--- src/rtl/qos_map_pkg.sv ---
// Shared class encodings for the QoS traffic class mapper.
// Assumes: the encodings are fixed by the downstream queues and do not scale.
package qos_map_pkg;

    // Read traffic classes; code 3 is reserved and never leaves the block
    typedef enum logic [1:0] {
        RD_LOW  = 2'd0,
        RD_VAR  = 2'd1,
        RD_HIGH = 2'd2,
        RD_RSVD = 2'd3
    } rd_class_e;

    // Write traffic classes
    typedef enum logic {
        WR_NORM = 1'b0,
        WR_VAR  = 1'b1
    } wr_class_e;

    localparam int unsigned RD_CLS_W = 2;

endpackage

--- src/rtl/qos_cfg_check.sv ---
// Combinational legality check of the mapper configuration.
// Assumes: levels are unsigned QoS values; the highest legal level is the
// QoS maximum minus one, so the top region is never empty.
module qos_cfg_check
    import qos_map_pkg::*;
#(
    parameter int unsigned QOS_W = 4
) (
    input  logic [QOS_W-1:0]    rd_level,
    input  logic [RD_CLS_W-1:0] rd_cls0,
    input  logic [RD_CLS_W-1:0] rd_cls1,
    input  logic [QOS_W-1:0]    wr_level1,
    input  logic [QOS_W-1:0]    wr_level2,
    output logic                rd_bad,
    output logic                wr_bad
);

    localparam logic [QOS_W-1:0] MAX_LVL = QOS_W'((1 << QOS_W) - 2);

    // Read side: reserved class code or a level that leaves region 1 empty
    always_comb begin
        rd_bad = (rd_cls0 == RD_RSVD) || (rd_cls1 == RD_RSVD) || (rd_level > MAX_LVL);
    end

    // Write side: levels must rise strictly and leave region 2 non-empty
    always_comb begin
        wr_bad = (wr_level2 <= wr_level1) || (wr_level2 > MAX_LVL);
    end

endmodule

--- src/rtl/qos_rd_mapper.sv ---
// Read channel: one level splits QoS into two regions, each with a class;
// the high class selects the low-latency queue timeout.
// Assumes: reserved class code is folded to the low class here; result
// registers hold their data when no beat arrives.
module qos_rd_mapper
    import qos_map_pkg::*;
#(
    parameter int unsigned QOS_W = 4,
    parameter int unsigned TMO_W = 11
) (
    input  logic                clk,
    input  logic                rst_n,
    input  logic                in_valid,
    input  logic [QOS_W-1:0]    in_qos,
    input  logic [QOS_W-1:0]    level,
    input  logic [RD_CLS_W-1:0] cls0,
    input  logic [RD_CLS_W-1:0] cls1,
    input  logic [TMO_W-1:0]    tmo_lo,
    input  logic [TMO_W-1:0]    tmo_hi,
    output logic                out_valid,
    output logic [RD_CLS_W-1:0] out_class,
    output logic                out_region,
    output logic [TMO_W-1:0]    out_tmo
);

    logic                region_d;
    logic [RD_CLS_W-1:0] raw_cls;
    logic [RD_CLS_W-1:0] cls_d;
    logic [TMO_W-1:0]    tmo_d;

    // Region select: above the level means region 1
    always_comb begin
        region_d = (in_qos > level);
        raw_cls  = region_d ? cls1 : cls0;
    end

    // Class sanitising and timeout select
    always_comb begin
        cls_d = (raw_cls == RD_RSVD) ? RD_LOW : raw_cls;
        tmo_d = (cls_d == RD_HIGH) ? tmo_hi : tmo_lo;
    end

    // Result registers: valid follows the beat, data loads only on a beat
    always_ff @(posedge clk) begin
        if (!rst_n) begin
            out_valid  <= 1'b0;
            out_class  <= '0;
            out_region <= 1'b0;
            out_tmo    <= '0;
        end else begin
            out_valid <= in_valid;
            if (in_valid) begin
                out_class  <= cls_d;
                out_region <= region_d;
                out_tmo    <= tmo_d;
            end
        end
    end

endmodule

--- src/rtl/qos_wr_mapper.sv ---
// Write channel: NUM_REG-1 ordered levels split QoS into NUM_REG regions;
// the region index is the number of levels the QoS value lies above.
// Assumes: levels are ordered when cfg_bad is low; when cfg_bad is high the
// whole range falls back to region 0. The last region has its own timeout.
module qos_wr_mapper
    import qos_map_pkg::*;
#(
    parameter int unsigned QOS_W   = 4,
    parameter int unsigned TMO_W   = 11,
    parameter int unsigned NUM_REG = 3,
    localparam int unsigned REG_W  = $clog2(NUM_REG)
) (
    input  logic                          clk,
    input  logic                          rst_n,
    input  logic                          in_valid,
    input  logic [QOS_W-1:0]              in_qos,
    input  logic [NUM_REG-2:0][QOS_W-1:0] levels,
    input  logic [NUM_REG-1:0]            classes,
    input  logic                          cfg_bad,
    input  logic [TMO_W-1:0]              tmo_low,
    input  logic [TMO_W-1:0]              tmo_top,
    output logic                          out_valid,
    output logic                          out_class,
    output logic [REG_W-1:0]              out_region,
    output logic [TMO_W-1:0]              out_tmo
);

    localparam logic [REG_W-1:0] TOP_REG = REG_W'(NUM_REG - 1);

    logic [NUM_REG-2:0] above;
    logic [REG_W-1:0]   count;
    logic [REG_W-1:0]   region_d;
    logic               cls_d;
    logic [TMO_W-1:0]   tmo_d;

    // One comparator per level boundary
    for (genvar g = 0; g < NUM_REG - 1; g++) begin : g_bound
        assign above[g] = (in_qos > levels[g]);
    end

    // Region index: number of boundaries passed, or 0 on illegal levels
    always_comb begin
        count = '0;
        for (int i = 0; i < NUM_REG - 1; i++) begin
            count = count + REG_W'(above[i]);
        end
        region_d = cfg_bad ? '0 : count;
    end

    // Class and timeout of the selected region
    always_comb begin
        cls_d = classes[region_d];
        tmo_d = (region_d == TOP_REG) ? tmo_top : tmo_low;
    end

    // Result registers: valid follows the beat, data loads only on a beat
    always_ff @(posedge clk) begin
        if (!rst_n) begin
            out_valid  <= 1'b0;
            out_class  <= WR_NORM;
            out_region <= '0;
            out_tmo    <= '0;
        end else begin
            out_valid <= in_valid;
            if (in_valid) begin
                out_class  <= cls_d;
                out_region <= region_d;
                out_tmo    <= tmo_d;
            end
        end
    end

endmodule

--- src/rtl/qos_class_mapper.sv ---
// Per-port QoS to traffic class mapper, read and write channels.
// Assumes: configuration inputs are quasi-static register outputs; each
// beat is mapped with the configuration present at its own clock edge.
module qos_class_mapper
    import qos_map_pkg::*;
#(
    parameter int unsigned QOS_W = 4,
    parameter int unsigned TMO_W = 11
) (
    input  logic                clk,
    input  logic                rst_n,
    input  logic [QOS_W-1:0]    cfg_rd_level,
    input  logic [RD_CLS_W-1:0] cfg_rd_cls0,
    input  logic [RD_CLS_W-1:0] cfg_rd_cls1,
    input  logic [TMO_W-1:0]    cfg_rd_tmo_lo,
    input  logic [TMO_W-1:0]    cfg_rd_tmo_hi,
    input  logic [QOS_W-1:0]    cfg_wr_level1,
    input  logic [QOS_W-1:0]    cfg_wr_level2,
    input  logic                cfg_wr_cls0,
    input  logic                cfg_wr_cls1,
    input  logic                cfg_wr_cls2,
    input  logic [TMO_W-1:0]    cfg_wr_tmo_low,
    input  logic [TMO_W-1:0]    cfg_wr_tmo_top,
    input  logic                rd_valid,
    input  logic [QOS_W-1:0]    rd_qos,
    input  logic                wr_valid,
    input  logic [QOS_W-1:0]    wr_qos,
    output logic                rd_out_valid,
    output logic [RD_CLS_W-1:0] rd_out_class,
    output logic                rd_out_region,
    output logic [TMO_W-1:0]    rd_out_timeout,
    output logic                wr_out_valid,
    output logic                wr_out_class,
    output logic [1:0]          wr_out_region,
    output logic [TMO_W-1:0]    wr_out_timeout,
    output logic                config_error
);

    localparam int unsigned WR_REGIONS = 3;

    logic                                rd_bad;
    logic                                wr_bad;
    logic [WR_REGIONS-2:0][QOS_W-1:0]    wr_levels;
    logic [WR_REGIONS-1:0]               wr_classes;

    // Pack write boundaries and classes in region order
    always_comb begin
        wr_levels  = {cfg_wr_level2, cfg_wr_level1};
        wr_classes = {cfg_wr_cls2, cfg_wr_cls1, cfg_wr_cls0};
    end

    qos_cfg_check #(.QOS_W(QOS_W)) u_check (
        .rd_level  (cfg_rd_level),
        .rd_cls0   (cfg_rd_cls0),
        .rd_cls1   (cfg_rd_cls1),
        .wr_level1 (cfg_wr_level1),
        .wr_level2 (cfg_wr_level2),
        .rd_bad    (rd_bad),
        .wr_bad    (wr_bad)
    );

    qos_rd_mapper #(.QOS_W(QOS_W), .TMO_W(TMO_W)) u_rd (
        .clk        (clk),
        .rst_n      (rst_n),
        .in_valid   (rd_valid),
        .in_qos     (rd_qos),
        .level      (cfg_rd_level),
        .cls0       (cfg_rd_cls0),
        .cls1       (cfg_rd_cls1),
        .tmo_lo     (cfg_rd_tmo_lo),
        .tmo_hi     (cfg_rd_tmo_hi),
        .out_valid  (rd_out_valid),
        .out_class  (rd_out_class),
        .out_region (rd_out_region),
        .out_tmo    (rd_out_timeout)
    );

    qos_wr_mapper #(.QOS_W(QOS_W), .TMO_W(TMO_W), .NUM_REG(WR_REGIONS)) u_wr (
        .clk        (clk),
        .rst_n      (rst_n),
        .in_valid   (wr_valid),
        .in_qos     (wr_qos),
        .levels     (wr_levels),
        .classes    (wr_classes),
        .cfg_bad    (wr_bad),
        .tmo_low    (cfg_wr_tmo_low),
        .tmo_top    (cfg_wr_tmo_top),
        .out_valid  (wr_out_valid),
        .out_class  (wr_out_class),
        .out_region (wr_out_region),
        .out_tmo    (wr_out_timeout)
    );

    // Registered configuration error flag
    always_ff @(posedge clk) begin
        if (!rst_n) begin
            config_error <= 1'b0;
        end else begin
            config_error <= rd_bad || wr_bad;
        end
    end

endmodule

--- config.mk ---
export PLATFORM = sky130hd
export DESIGN_NAME = qos_class_mapper
export DESIGN_NICKNAME = d
export VERILOG_FILES = /design/src/rtl/qos_map_pkg.sv /design/src/rtl/qos_cfg_check.sv /design/src/rtl/qos_rd_mapper.sv /design/src/rtl/qos_wr_mapper.sv /design/src/rtl/qos_class_mapper.sv
export SDC_FILE = /design/constraint.sdc
export NUM_CORES = 1
export LEC_CHECK = 0
export ABC_AREA = 1
export BUFFER_PORTS_ARGS = -buffer_cell sky130_fd_sc_hd__buf_2
export CORE_ASPECT_RATIO = 0.5
export CORE_MARGIN = 5
export CORE_UTILIZATION = 30
export CTS_CLUSTER_DIAMETER = 120
export DETAILED_ROUTE_END_ITERATION = 8
export PLACE_DENSITY = 0.6
export SETUP_SLACK_MARGIN = 0.1
export SYNTH_ARGS = -nofsm -noshare
export SYNTH_HDL_FRONTEND = slang
export SYNTH_SLANG_ARGS = --single-unit
--- constraint.sdc ---
create_clock -name clk -period 2.2 [get_ports clk]
set_input_delay 0.44 -clock clk [delete_from_list [all_inputs] [get_ports clk]]
set_output_delay 0.44 -clock clk [all_outputs]
set_load 0.01 [all_outputs]
==> results.json, run 1 <==
{
  "leakagePower_nw": 1.60,
  "r2r_slack_ps": 1580,
  "setup_viol": 0,
  "synth_area_per_cell_um2": 6.60,
  "place_hpwl_um": 4560,
  "port_buffers": 105,
  "setup_tns_ps": 0,
  "finalPower_w": 0.00173,
  "start_kind": "input port",
  "clk_latency_ps": 270,
  "grt_use_total_pct": 13.5,
  "finalCriticalPeriod_ps": 1960,
  "peakVddDrop_uv": 380,
  "drive_above_1_share_pct": 31.9,
  "cts_resized": 0,
  "die_w_um": 125,
  "finalHoldViolCount": 0,
  "synthToLayoutAreaGrowth_pct": 38.7,
  "synth-seq-cells": 31,
  "p_per_area_nw_per_um2": 628,
  "grt_pass1_vias": 2048,
  "postRouteAntennaNets": 0,
  "syn-cell-area_um2": 1990,
  "path_buf_inv": 5,
  "rr_endpoint": "u_rd.out_class[1]$_SDFFE_PN0P_",
  "cts_made_buffers": 5,
  "muxShareOfSynthArea_pct": 0,
  "cp_cell_sequence": "buf_2, inv_1, ha_1, inv_1, nor2_1, o21ai_0, a32oi_1, ha_1, inv_2, nand4_1, buf_2, nand2_1, nand3_1, a21oi_1",
  "final_common_cell": "buf_2",
  "synth_xor_area_share_pct": 0,
  "grt_max_degree": 21,
  "dp.cells": 486,
  "die_height_um": 67.5,
  "wl_per_cell_um": 11.6,
  "ys_types": 23,
  "syn-num-nets": 393,
  "yosys.area_share.simple_pct": 30.4,
  "hold_class": "register to register",
  "crit_arrival_ps": 2160,
  "synth_top_area_share_pct": 31.2,
  "viasPerCell": 4.30,
  "row_count": 20,
  "hp-start": "u_wr.out_tmo[1]$_SDFFE_PN0P_",
  "required_ps": 2400,
  "vias": 2127,
  "synthAdderAreaFrac_pct": 10.7,
  "yosysSeqAreaShare_pct": 31.2,
  "antenna_cells": 0,
  "status": "finished clean",
  "cts_buffer_depth": 2,
  "cts_hold_buf": 0,
  "synth-edff-count": 0,
  "grt_setup_unrepaired": "false",
  "async_reset_ff_share_pct": 0,
  "htreeDepth": 2,
  "drc": 0,
  "synth_top_family_by_area": "simple AND/OR/NAND/NOR gates",
  "yosysWarnings": 0,
  "final_cell_mix": "buf_2, nand2_1, inv_1, nand3_1",
  "cts-root-buf": "clkbuf_16",
  "io_pins": 106,
  "grt_first_pass_wirelength_um": 9360,
  "r2r_start": "u_rd.out_class[1]$_SDFFE_PN0P_",
  "initial_core_util_pct": 31.8,
  "cpPeakStageDelay_ps": 310,
  "cts_tree": "done",
  "ys.flop_type": "dfxtp_1",
  "netlist_top_cells_area": "dfxtp_1, inv_1, nand2_1, ha_1, nand3_1",
  "ff2ff_path_depth": 2,
  "yosys.area.top_type": "dfxtp_1",
  "cp_top_family": "adder cells",
  "place_congestion": 0.773,
  "crit_path_end_kind": "register",
  "cts_setup_buffers": 0,
  "final_nets": 498,
  "numClockSinks": 31,
  "worstPathMaxFanout": 6,
  "layout.cells.non_filler": 495,
  "drv_cap": 0,
  "antenna_found_initial": 0,
  "max_freq_mhz": 510,
  "skew_ps": 0,
  "fin_crit_sh_pct": 89.1,
  "synth_compound_area_share_pct": 11.6,
  "critPathSlowestCell": "ha_1",
  "hold_end": "u_wr.out_tmo[1]$_SDFFE_PN0P_",
  "totalWireLength_um": 5730,
  "maxSlewHeadroom_pct": 72.6,
  "cts.clk_slew.worst_paths_ps": 50,
  "grt_overflow": 0,
  "dr.pass1.iters": 4,
  "min_path_cells": 2,
  "slew_violations": 0,
  "worstSetupPathType": "input port to register",
  "tightest_slew_ps": 410,
  "synth_cells": 301,
  "core_area_um2": 6260,
  "die_area_um2": 8450,
  "drt_iter0_drc": 121
}
[through the flow]
stage               setup WS [ps]  cell area, µm²  util, %  hold slack [ps]
floorplan                     164            1990        -              487
global placement             11.5            2600     41.5              452
detailed placement          -28.6            2600     41.5              454
CTS                           244            2740     43.9              462
global route                  104            2760     44.0              478
finish                        240            2760     44.0              460
[synth_stat cells, drive strengths merged, types with 2 or more instances]
cell	count
ha	17
a32oi	2
nor2	9
nand2	69
buf	8
a21oi	31
inv	65
nand3	37
o21ai	7
clkbuf	7
nand4	2
dfxtp	31
nand3b	12
[area by class of cell]
cell class | instances | area, µm²
multi-input combinational | 190 | 1050
clock buffer | 5 | 125
tap | 88 | 110
clock inverter | 3 | 20.0
fill | 693 | 3500
timing repair buffer | 113 | 587
inverter | 65 | 244
sequential | 31 | 621
[worst max path at each step]
stage / start / end / cells past startpoint
after floorplan: cfg_wr_level1[1] / u_wr.out_tmo[1]$_SDFFE_PN0P_ / 12
after global placement: cfg_wr_level2[1] / u_wr.out_class$_SDFFE_PN0P_ / 14
after detailed placement: cfg_wr_level2[1] / u_wr.out_class$_SDFFE_PN0P_ / 14
after CTS: cfg_wr_level2[1] / u_wr.out_class$_SDFFE_PN0P_ / 14
after global routing: cfg_wr_level2[1] / u_wr.out_tmo[4]$_SDFFE_PN0P_ / 14
final: cfg_wr_level2[1] / u_wr.out_tmo[9]$_SDFFE_PN0P_ / 14
[worst min-delay path: stages, from the launching register on]
cell and delay (ps):
dfxtp_1 300, nand2_1 60, a21oi_1 50
[power by group]
group	switching, W	leakage (nW)	internal (W)	total (W)
combinational	0.000251	1.28	0.000192	0.000443
sequential	0.0000198	0.256	0.000604	0.000624
clock	0.000247	0.0658	0.000416	0.000663
[sequential cells by signal, indices dropped and copies added (netlist names), 2 cells and up]
register / cells
u_rd.out_class: 2
u_rd.out_tmo: 11
u_wr.out_region: 2
u_wr.out_tmo: 11
[per-layer routing]
metal / vias to the layer above / GRT usage, % / part of all wire (%) / routed length [µm]
li1: 1159 / - / - / -
met1: 910 / 16.9 / 45 / 2600
met2: 51 / 23.1 / 48 / 2760
met3: 7 / 3.79 / 5.5 / 315
met4: 0 / 3.78 / 1.1 / 63
met5: - / 0 / 0 / 0
[cells by family (layout without fill, tap and decap cells)]
| group | after synthesis | in the layout |
|---|---|---|
| simple gates | 130 | 130 |
| buf+inv | 80 | 186 |
| flops | 31 | 31 |
| compound gates | 43 | 43 |
| fa+ha+maj | 17 | 17 |
(Power assumes the default switching activity.)
==> run 2, diff against run 1 <==
--- a/config.mk
+++ b/config.mk
@@ -12,7 +12,7 @@
 export CORE_UTILIZATION = 30
 export CTS_CLUSTER_DIAMETER = 120
 export DETAILED_ROUTE_END_ITERATION = 8
-export PLACE_DENSITY = 0.6
+export PLACE_DENSITY_LB_ADDON = 0.2
 export SETUP_SLACK_MARGIN = 0.1
 export SYNTH_ARGS = -nofsm -noshare
 export SYNTH_HDL_FRONTEND = slang
==> results.json, run 2 (synthesis gave the netlist of run 1 again) <==
{
  "final_nets": 503,
  "leakagePower_nw": 1.65,
  "grt_setup_unrepaired": "false",
  "place_congestion": 0.761,
  "pwr-share-comb_pct": 25.0,
  "crit_arrival_ps": 2140,
  "drv_cap": 0,
  "skew_ps": 0,
  "cts_made_buffers": 5,
  "hold_class": "register to register",
  "die_w_um": 125,
  "max_freq_mhz": 515,
  "antenna_found_initial": 0,
  "maxSlewHeadroom_pct": 45.9,
  "finalHoldViolCount": 0,
  "required_ps": 2400,
  "start_kind": "input port",
  "status": "finished clean",
  "worst_slack_ps": 258,
  "hold_slack_ps": 458,
  "peakVddDrop_uv": 339,
  "met3WireLength_um": 356,
  "cts_tree": "done",
  "worstPathMaxFanout": 5,
  "slew_violations": 0,
  "core_area_um2": 6260,
  "final_common_cell": "buf_2",
  "drc": 0,
  "internal_power_w": 0.00135,
  "cts.clk_slew.worst_paths_ps": 50,
  "grt_pass1_vias": 2101,
  "dr.pass1.iters": 4,
  "drive_above_1_share_pct": 36.4,
  "crit_path_end_kind": "register",
  "postRouteAntennaNets": 0,
  "cts_buffer_depth": 2,
  "cpPeakStageDelay_ps": 270,
  "htreeDepth": 2,
  "worstSetupPathType": "input port to register",
  "die_area_um2": 8450,
  "wl_per_cell_um": 11.6,
  "finalCriticalPeriod_ps": 1940,
  "p_per_area_nw_per_um2": 648,
  "setup_viol": 0,
  "fin_crit_sh_pct": 88.3,
  "multi_input_area_um2": 1120,
  "totalWireLength_um": 5800,
  "finalPower_w": 0.00188,
  "wl_met2_um": 2770,
  "drt_iter0_drc": 59,
  "antenna_cells": 0,
  "nFillCells": 679,
  "ff_latch_area_um2": 621,
  "row_count": 20,
  "final_cell_mix": "buf_2, nand2_1, inv_1, nand3_1, dfxtp_1",
  "port_buffers": 105,
  "grt_overflow": 0,
  "top_regs": "u_rd.out_tmo (11), u_wr.out_tmo (11)",
  "path_buf_inv": 5,
  "cp_cell_sequence": "buf_6, inv_2, ha_4, inv_2, nor2_2, o21ai_2, a32oi_1, ha_1, inv_2, nand4_1, buf_4, nand2_1, nand3_1, a21oi_1",
  "numClockSinks": 31,
  "critPathSlowestCell": "ha_1",
  "grt_use_total_pct": 13.6,
  "place_hpwl_um": 4540,
  "pre_cts_slack_ps": -32.4,
  "viasPerCell": 4.27,
  "cts_hold_buf": 0,
  "tightest_slew_ps": 810,
  "switching_share_pct": 28.5,
  "die_height_um": 67.5,
  "grt_first_pass_wirelength_um": 9400,
  "initial_core_util_pct": 31.8,
  "synthToLayoutAreaGrowth_pct": 46.3,
  "clk_latency_ps": 270,
  "seq_power_share_pct": 33.1,
  "cp_top_family": "adder cells",
  "wl_met1_um": 2650,
  "io_pins": 106,
  "power.share.clock_pct": 41.9,
  "critPathMostFrequentCell": "inv_2",
  "vias": 2136,
  "grt_max_degree": 24,
  "p_switching_w": 0.000536,
  "cts-root-buf": "clkbuf_16",
  "top_layer": "met4"
}
-- run 2: power groups by stage --
stage	clock network [W]	registers (W)	logic, W
4_1_cts	0.000807	0.000624	0.000453
6_report	0.000789	0.000624	0.000470
2_1_floorplan	0	0.000655	0.000245
3_5_place_dp	0	0.000635	0.000452
5_1_grt	0.000843	0.000630	0.000543
3_3_place_gp	0	0.000635	0.000452
-- run 2: repair_timing --
| item | in CTS | in global routing |
|---|---|---|
| gates resized for setup | 0 | 25 |
| setup endpoints to repair | 0 | 12 |
| hold endpoints to repair | 0 | 0 |
| buffers inserted | 0 | 0 |
-- run 2: layer usage --
layer  track usage [%]  up-vias
met3              4.19        4
met5                 0        -
met1              16.6      921
met4              2.43        0
met2              24.5       45
li1                  -     1166
-- run 2: through the flow --
step	setup TNS [ps]	cell area, µm²	instances	util (%)
2_1_floorplan	0	1990	301	-
3_3_place_gp	-7.55	2640	491	42.1
3_5_place_dp	-242	2640	491	42.1
4_1_cts	0	2810	499	44.8
5_1_grt	0	2910	500	46.5
6_report	0	2910	500	46.5
-- run 2: worst min-delay path: cells and delay by family, from the launching register on --
kind            cells  cell delay (ps)
compound gates      1               50
flops               1              300
simple gates        1               60
-- run 2: path summary, 6_finish.rpt --
path	cells after the start	start	slack, ps	to
worst min register to register	2	u_wr.out_tmo[8]$_SDFFE_PN0P_	460	u_wr.out_tmo[8]$_SDFFE_PN0P_
worst max-delay path	14	cfg_wr_level2[1]	260	u_wr.out_tmo[3]$_SDFFE_PN0P_
worst min-delay path	2	u_wr.out_tmo[8]$_SDFFE_PN0P_	460	u_wr.out_tmo[8]$_SDFFE_PN0P_
worst max register to register	2	u_wr.out_region[1]$_SDFFE_PN0P_	1560	u_wr.out_region[1]$_SDFFE_PN0P_
-- run 2: cell type report --
class	count	share of cell area [%]
well taps	88	3.79
multi-input cells	190	38.6
clock inverters	3	1.51
inverters	65	8.39
flip-flops and latches	31	21.3
repair buffers	118	22.1
clock buffers	5	4.30
